File: src/rtl/irq_seq_pkg.sv
package irq_seq_pkg;
  typedef enum logic [1:0] {
    ST_IDLE = 2'd0,
    ST_PUSH = 2'd1,
    ST_DONE = 2'd2
  } seq_state_e;
endpackage

File: src/rtl/irq_pick.sv
module irq_pick #(
  parameter int N_SRC = 8,
  localparam int IDX_W = (N_SRC > 1) ? $clog2(N_SRC) : 1
) (
  input  logic [N_SRC-1:0] pend_i,
  output logic             any_o,
  output logic [IDX_W-1:0] idx_o,
  output logic [N_SRC-1:0] win_o
);
  logic [N_SRC-1:0] rest;

  assign any_o = |pend_i;
  // lowest-set-bit removal; the removed bit is the winner
  assign rest  = pend_i & (pend_i - N_SRC'(1));
  assign win_o = pend_i ^ rest;

  always_comb begin
    idx_o = '0;
    for (int i = N_SRC - 1; i >= 0; i--) begin
      if (pend_i[i]) idx_o = IDX_W'(i);
    end
  end


  win_onehot_chk: assert final ($onehot0(win_o));
endmodule

File: src/rtl/irq_vec_addr.sv
module irq_vec_addr #(
  parameter int PC_W      = 16,
  parameter int VEC_W     = 4,
  parameter bit LONG_SLOT = 1'b1
) (
  input  logic [VEC_W-1:0] vec_i,
  output logic [PC_W-1:0]  addr_o
);
  localparam logic [PC_W-1:0] BASE = '0;

  generate
    if (LONG_SLOT) begin : g_long
      assign addr_o = BASE + (PC_W'(vec_i) << 1);
    end else begin : g_short
      assign addr_o = BASE + PC_W'(vec_i);
    end
  endgenerate
endmodule

File: src/rtl/irq_push_ctrl.sv
module irq_push_ctrl #(
  parameter int PC_W     = 16,
  parameter int PC_BYTES = 2
) (
  input  logic            clk_i,
  input  logic            rst_ni,
  input  logic            start_i,
  input  logic            active_i,
  input  logic [PC_W-1:0] pc_i,
  output logic [7:0]      data_o,
  output logic            last_o
);
  localparam int CNT_W = 2;

  logic [CNT_W-1:0] cnt_q;
  logic [23:0]      pc_q;
  logic [23:0]      shifted;

  always_ff @(posedge clk_i or negedge rst_ni) begin
    if (!rst_ni) begin
      cnt_q <= '0;
      pc_q  <= '0;
    end else if (start_i) begin
      cnt_q <= '0;
      pc_q  <= 24'(pc_i);
    end else if (active_i && !last_o) begin
      cnt_q <= cnt_q + CNT_W'(1);
    end
  end

  assign shifted = pc_q >> {cnt_q, 3'b000};
  assign data_o  = shifted[7:0];
  assign last_o  = (cnt_q == CNT_W'(PC_BYTES - 1));


  cnt_range_chk: assert property (@(posedge clk_i) disable iff (!rst_ni)
    active_i |-> (int'(cnt_q) < PC_BYTES));
endmodule

File: src/rtl/irq_entry_seq.sv
module irq_entry_seq
  import irq_seq_pkg::*;
#(
  parameter int          N_SRC     = 8,
  parameter int          PC_W      = 16,
  parameter int          PC_BYTES  = 2,
  parameter bit          LONG_SLOT = 1'b1,
  parameter logic [15:0] SP_RST    = 16'h0000
) (
  input  logic             clk_i,
  input  logic             rst_ni,
  input  logic             gie_i,
  input  logic             rst_req_i,
  input  logic [N_SRC-1:0] pend_i,
  input  logic [PC_W-1:0]  pc_i,
  input  logic             sp_ld_i,
  input  logic [15:0]      sp_din_i,
  output logic [15:0]      sp_o,
  output logic             mem_we_o,
  output logic [15:0]      mem_addr_o,
  output logic [7:0]       mem_wdata_o,
  output logic             busy_o,
  output logic             done_o,
  output logic             pc_ld_o,
  output logic [PC_W-1:0]  pc_o,
  output logic             gie_clr_o,
  output logic [N_SRC-1:0] pend_clr_o
);
  localparam int IDX_W = (N_SRC > 1) ? $clog2(N_SRC) : 1;
  localparam int VEC_W = $clog2(N_SRC + 1);

  seq_state_e       state_q, state_d;
  logic [15:0]      sp_q;
  logic [VEC_W-1:0] vec_q;
  logic [N_SRC-1:0] clr_q;
  logic             any_pend, start, push, last;
  logic [IDX_W-1:0] win_idx;
  logic [N_SRC-1:0] win_mask;

  irq_pick #(.N_SRC(N_SRC)) u_pick (
    .pend_i (pend_i),
    .any_o  (any_pend),
    .idx_o  (win_idx),
    .win_o  (win_mask)
  );

  irq_push_ctrl #(.PC_W(PC_W), .PC_BYTES(PC_BYTES)) u_push (
    .clk_i    (clk_i),
    .rst_ni   (rst_ni),
    .start_i  (start),
    .active_i (push),
    .pc_i     (pc_i),
    .data_o   (mem_wdata_o),
    .last_o   (last)
  );

  irq_vec_addr #(.PC_W(PC_W), .VEC_W(VEC_W), .LONG_SLOT(LONG_SLOT)) u_vec (
    .vec_i  (vec_q),
    .addr_o (pc_o)
  );

  assign start = (state_q == ST_IDLE) && gie_i && (rst_req_i || any_pend);
  assign push  = (state_q == ST_PUSH);

  always_comb begin
    state_d = state_q;
    unique case (state_q)
      ST_IDLE: if (start) state_d = ST_PUSH;
      ST_PUSH: if (last)  state_d = ST_DONE;
      default:            state_d = ST_IDLE;
    endcase
  end

  always_ff @(posedge clk_i or negedge rst_ni) begin
    if (!rst_ni) begin
      state_q <= ST_IDLE;
      vec_q   <= '0;
      clr_q   <= '0;
    end else begin
      state_q <= state_d;
      if (start) begin
        // reset outranks hardware sources
        vec_q <= rst_req_i ? '0 : VEC_W'(win_idx) + VEC_W'(1);
        clr_q <= rst_req_i ? '0 : win_mask;
      end
    end
  end

  always_ff @(posedge clk_i or negedge rst_ni) begin
    if (!rst_ni)                               sp_q <= SP_RST;
    else if (sp_ld_i && state_q == ST_IDLE)    sp_q <= sp_din_i;
    else if (push)                             sp_q <= sp_q - 16'd1;
  end

  assign sp_o       = sp_q;
  assign mem_we_o   = push;
  assign mem_addr_o = sp_q;
  assign busy_o     = (state_q != ST_IDLE);
  assign done_o     = (state_q == ST_DONE);
  assign pc_ld_o    = done_o;
  assign gie_clr_o  = done_o;
  assign pend_clr_o = done_o ? clr_q : '0;


  no_start_chk: assert property (@(posedge clk_i) disable iff (!rst_ni)
    (!busy_o && !gie_i) |=> !busy_o);

  sp_dec_chk: assert property (@(posedge clk_i) disable iff (!rst_ni)
    mem_we_o |=> (sp_o == $past(mem_addr_o) - 16'd1));

  done_pulse_chk: assert property (@(posedge clk_i) disable iff (!rst_ni)
    done_o |=> !done_o);

  done_after_push_chk: assert property (@(posedge clk_i) disable iff (!rst_ni)
    $rose(done_o) |-> $past(mem_we_o));

  clr_onehot_chk: assert property (@(posedge clk_i) disable iff (!rst_ni)
    $onehot0(pend_clr_o));

  vec_hold_chk: assert property (@(posedge clk_i) disable iff (!rst_ni)
    (busy_o && $past(busy_o)) |-> $stable(pc_o));
endmodule

File: config.mk
export PLATFORM = sky130hd
export DESIGN_NAME = irq_entry_seq
export DESIGN_NICKNAME = d
export VERILOG_FILES = /design/src/rtl/irq_seq_pkg.sv /design/src/rtl/irq_pick.sv /design/src/rtl/irq_vec_addr.sv /design/src/rtl/irq_push_ctrl.sv /design/src/rtl/irq_entry_seq.sv
export SDC_FILE = /design/constraint.sdc
export NUM_CORES = 1
export LEC_CHECK = 0
export ABC_AREA = 0
export BUFFER_PORTS_ARGS = -buffer_cell sky130_fd_sc_hd__buf_2
export CORE_MARGIN = 2
export CORE_UTILIZATION = 48
export CTS_CLUSTER_SIZE = 20
export DETAILED_ROUTE_END_ITERATION = 10
export PLACE_DENSITY = 0.8
export REMOVE_ABC_BUFFERS = 1
export SLEW_MARGIN = 10
export SYNTH_ARGS = -nofsm -noshare
export SYNTH_HDL_FRONTEND = slang
export SYNTH_SLANG_ARGS = --single-unit
File: constraint.sdc
create_clock -name clk_i -period 1.8 [get_ports clk_i]
set_input_delay 0.09 -clock clk_i [delete_from_list [all_inputs] [get_ports clk_i]]
set_output_delay 0.09 -clock clk_i [all_outputs]
set_load 0.05 [all_outputs]
==> key figures <==
Clock network
  • CTS tree: yes
  • Setup bufs post-CTS: 0
  • Clock-pin slew on the worst setup and hold paths: roughly 80 ps
  • Clock buffers created by TritonCTS: 5
  • CTS H-tree lvls: 2
  • Num Clock Sinks: 48
  • Worst skew pair latency: 290 ps
  • Clk buf depth: 2
  • Clk root buf: clkbuf_8

Timing
  • Slew @ Worst Pin: around 600 ps
  • Skew final: 4.42 ps
  • Post-route setup slack: 137 ps
  • Final hold vios: 0
  • Setup TNS: 0 ps
  • Final Cycle Share: 92.4%
  • Slew Limit Headroom: 60.2%
  • Fin crit period: 1660 ps
  • Final slew viol count: 0
  • RSZ-0062 raised after global routing: false
  • Fmax: 601 MHz
  • Final Setup Violations: 0

Floorplanning
  • Die ar.: 0.00635 mm²
  • Die X: 79.7 µm
  • # IOs: 114
  • Die Span Y: 79.7 µm
  • Core Area: roughly 0.0055 mm²
  • Initial Util: 49.9%
  • Cell Rows: 27

Worst setup path
  • Worst Setup SP: mem_addr_o[0]
  • Crit-path max FO: 5
  • Worst reg-to-reg setup slack: 140 ps
  • Crit. End Element: register
  • Crit Path Class: register to register
  • Worst EP required: 2010 ps
  • Reg2reg start: mem_addr_o[0]
  • Reg2reg path depth: 4
  • Crit path launch type: register
  • FF-to-FF End: mem_addr_o[13]
  • Worst EP arrival: approximately 1900 ps

Power
  • Share of total power in the clock network: 9.3%
  • Power Density: about 2000 mW/mm²
  • Flop pwr share: between 20% and 30%
  • Gate power share: 62.1%
  • Psw: 3.82 mW
  • Pwr Total: 6.91 mW
  • Peak supply drop: 0.00122 V
  • LEAKAGE: 1.66 nW
  • Switching Share: a little under three fifths
  • Internal: slightly above 3 mW

Routing
  • Final WL: roughly 5.7 mm
  • Post-route DRC violation count: 0
  • Drt wl/cell: 12.5 µm
  • Via-to-Cell Ratio: 4.99
  • Starting DRT DRC Count: 91
  • Drt first pass iters: 4
  • Post-route ant nets: 0
  • Via Count: ~2300

Synthesis
  • Prevailing post-synth register cell: dfrtp_1
  • FFs w/ async S/R, synth: 100%
  • Gate Count Post-Synth: 281
  • Post-synthesis sequential area ratio: 43.7%
  • Post-synth EDFFs: 0
  • Post-Syn Area per Cell: 9.78 µm²
  • Post-synth cell types: 46
  • Flops & latches, synth: 48
  • Yosys warns: 0
  • Yosys top cell area share: about 44%
  • Synth area leader: dfrtp_1
  • Post-Syn Area: 0.00275 mm²
  • Top post-synthesis cells by area: dfrtp_1, buf_4, mux2_2

Global route
  • Initial antenna violation count: 0
  • Total track usage: 19.7%
  • Total congestion overflow: 0
  • First-pass GRT wire length: 9.76 mm
  • Vias in the first global route: approximately 2200
  • Largest net degree at the start of global routing: between 40 and 50

Final layout
  • Fillers: 481
  • Sequential cell area: 0.00120 mm²
  • Multi-input combinational cell area: 0.00128 mm²
  • Layout Nets: 429
  • Core Util, Final: 61.7%
  • Layout cell share with drive strength beyond 1: a little under two fifths
  • Post-Layout Inst Area: 0.00340 mm²
  • Layout area overhead: 23.6%
  • Ant diodes: 0

Outcome
  • Status: finished, final reports clean

Place
  • RePlAce Congestion: 0.826
  • Pre-CTS setup slack: 92.5 ps
  • Dpl cell area: ~0.0032 mm²
  • Dpl hpwl: 4.29 mm
  • IO buf count: between 100 and 150

Run
  • Number of max-cap violations: 0

Min path
  • Hold Path Class: input pin to register
  • Min-delay src: sp_din_i[9]
  • Sink of the worst hold path: mem_addr_o[9]
  • Depth of the worst hold-timing path: 3
[final cells by class]
class                           instances  area share, %
Timing Repair Buffer                  124           20.9
Clock buffer                            8           2.65
Tap cell                               72           2.65
Sequential cell                        48           35.3
Inverter                                8          0.884
Multi-Input combinational cell        194           37.6
[how the worst max path moves through the flow]
stage / to / slack [ps]
global placement: u_push.pc_q[4] / 130
finish: mem_addr_o[13] / 140
global route: mem_addr_o[14] / 10
detailed placement: u_push.pc_q[7] / 90
CTS: mem_addr_o[13] / 110
floorplan: pend_clr_o[0] / -1540
[worst max-delay path: stages, from the launching register on]
cell	delay, ps
dfrtp_1	450
nor4b_4	340
nand3_2	160
or4b_1	480
a31oi_1	170
[power groups by stage]
| stage | registers, mW | clock network, mW | logic (mW) |
|---|---|---|---|
| floorplan | 3.25 | 0 | 1.89 |
| global placement | 1.97 | 0 | 4.22 |
| detailed placement | 2.00 | 0 | 4.29 |
| CTS | 1.98 | 0.677 | 4.31 |
| global route | 2.07 | 0.726 | 4.59 |
| finish | 1.98 | 0.644 | 4.29 |
[through the flow]
| stage | cells | hold WS [ps] |
|---|---|---|
| global placement | 438 | 223 |
| CTS | 453 | 0.808 |
| floorplan | 250 | -206 |
| detailed placement | 438 | 223 |
| global route | 454 | 6.82 |
| finish | 454 | 10.8 |
[cells in the mapped netlist (2+ instances only)]
library cell and number:
mux2_2 15, buf_2 2, ha_1 3, o41ai_1 2, nor3_2 2, nor2_1 20
nor3b_1 2, xnor2_1 5, nor3_1 9, nand3_1 5, mux2_1 2, inv_1 8
clkbuf_1 8, dfrtp_1 48, buf_6 2, xor2_1 9, o211ai_1 2, nand2b_1 3
nand4b_1 2, and2_1 10, nor2b_1 2, nand3b_1 3, mux2i_1 8, a31oi_1 2
nand2_1 33, buf_4 30, nand4_1 3, o31ai_1 6, o21ai_0 18
[cell families (layout without fill, tap and decap cells)]
family                   count (synthesis)  count (layout)  share of synthesized area (%)
XOR/XNOR                                14              14                           4.46
AO/OA/AOI/OAI                           36              36                           8.83
buffers and inverters                   50             140                           11.6
other                                    1              12                          0.136
multiplexers                            25              25                           9.88
AND/OR/NAND/NOR                        104             104                           20.1
adder cells (fa/ha/maj)                  3               3                           1.37
flip-flops                              48              48                           43.7
[registers in the layout (all words and copies together) (netlist names)]
register	flops
clr_q	8
u_push.pc_q	16
state_q	2
u_push.cnt_q	2
vec_q	4
mem_addr_o	16
[layer usage]
layer	wire length (µm)	global-route usage, %	vias up
li1	-	-	1118
met3	291	3.51	6
met5	0	0	-
met2	2940	34.3	69
met1	2350	23.8	1072
met4	98	8.28	0
[what timing repair did]
action                                  in CTS  in global routing
hold endpoints to repair                    54                  1
resized for setup                            0                  1
hold buffers                                 7                  1
endpoints found under the setup margin       0                  2
[layout by cell type, fill, tap and decap left out, types with 3 or more instances in the layout]
master           n
buf_2          101
dfrtp_1         48
nand2_1         33
nor2_1          20
o21ai_0         18
mux2_2          15
buf_4           14
conb_1          12
and2_1          10
nor3_1           9
xor2_1           9
inv_1            8
mux2i_1          8
dlygate4sd3_1    8
o31ai_1          6
clkbuf_8         6
xnor2_1          5
nand3_1          4
nand2b_1         3
nand3b_1         3
nand4_1          3
ha_1             3
(Power assumes the default switching activity.)
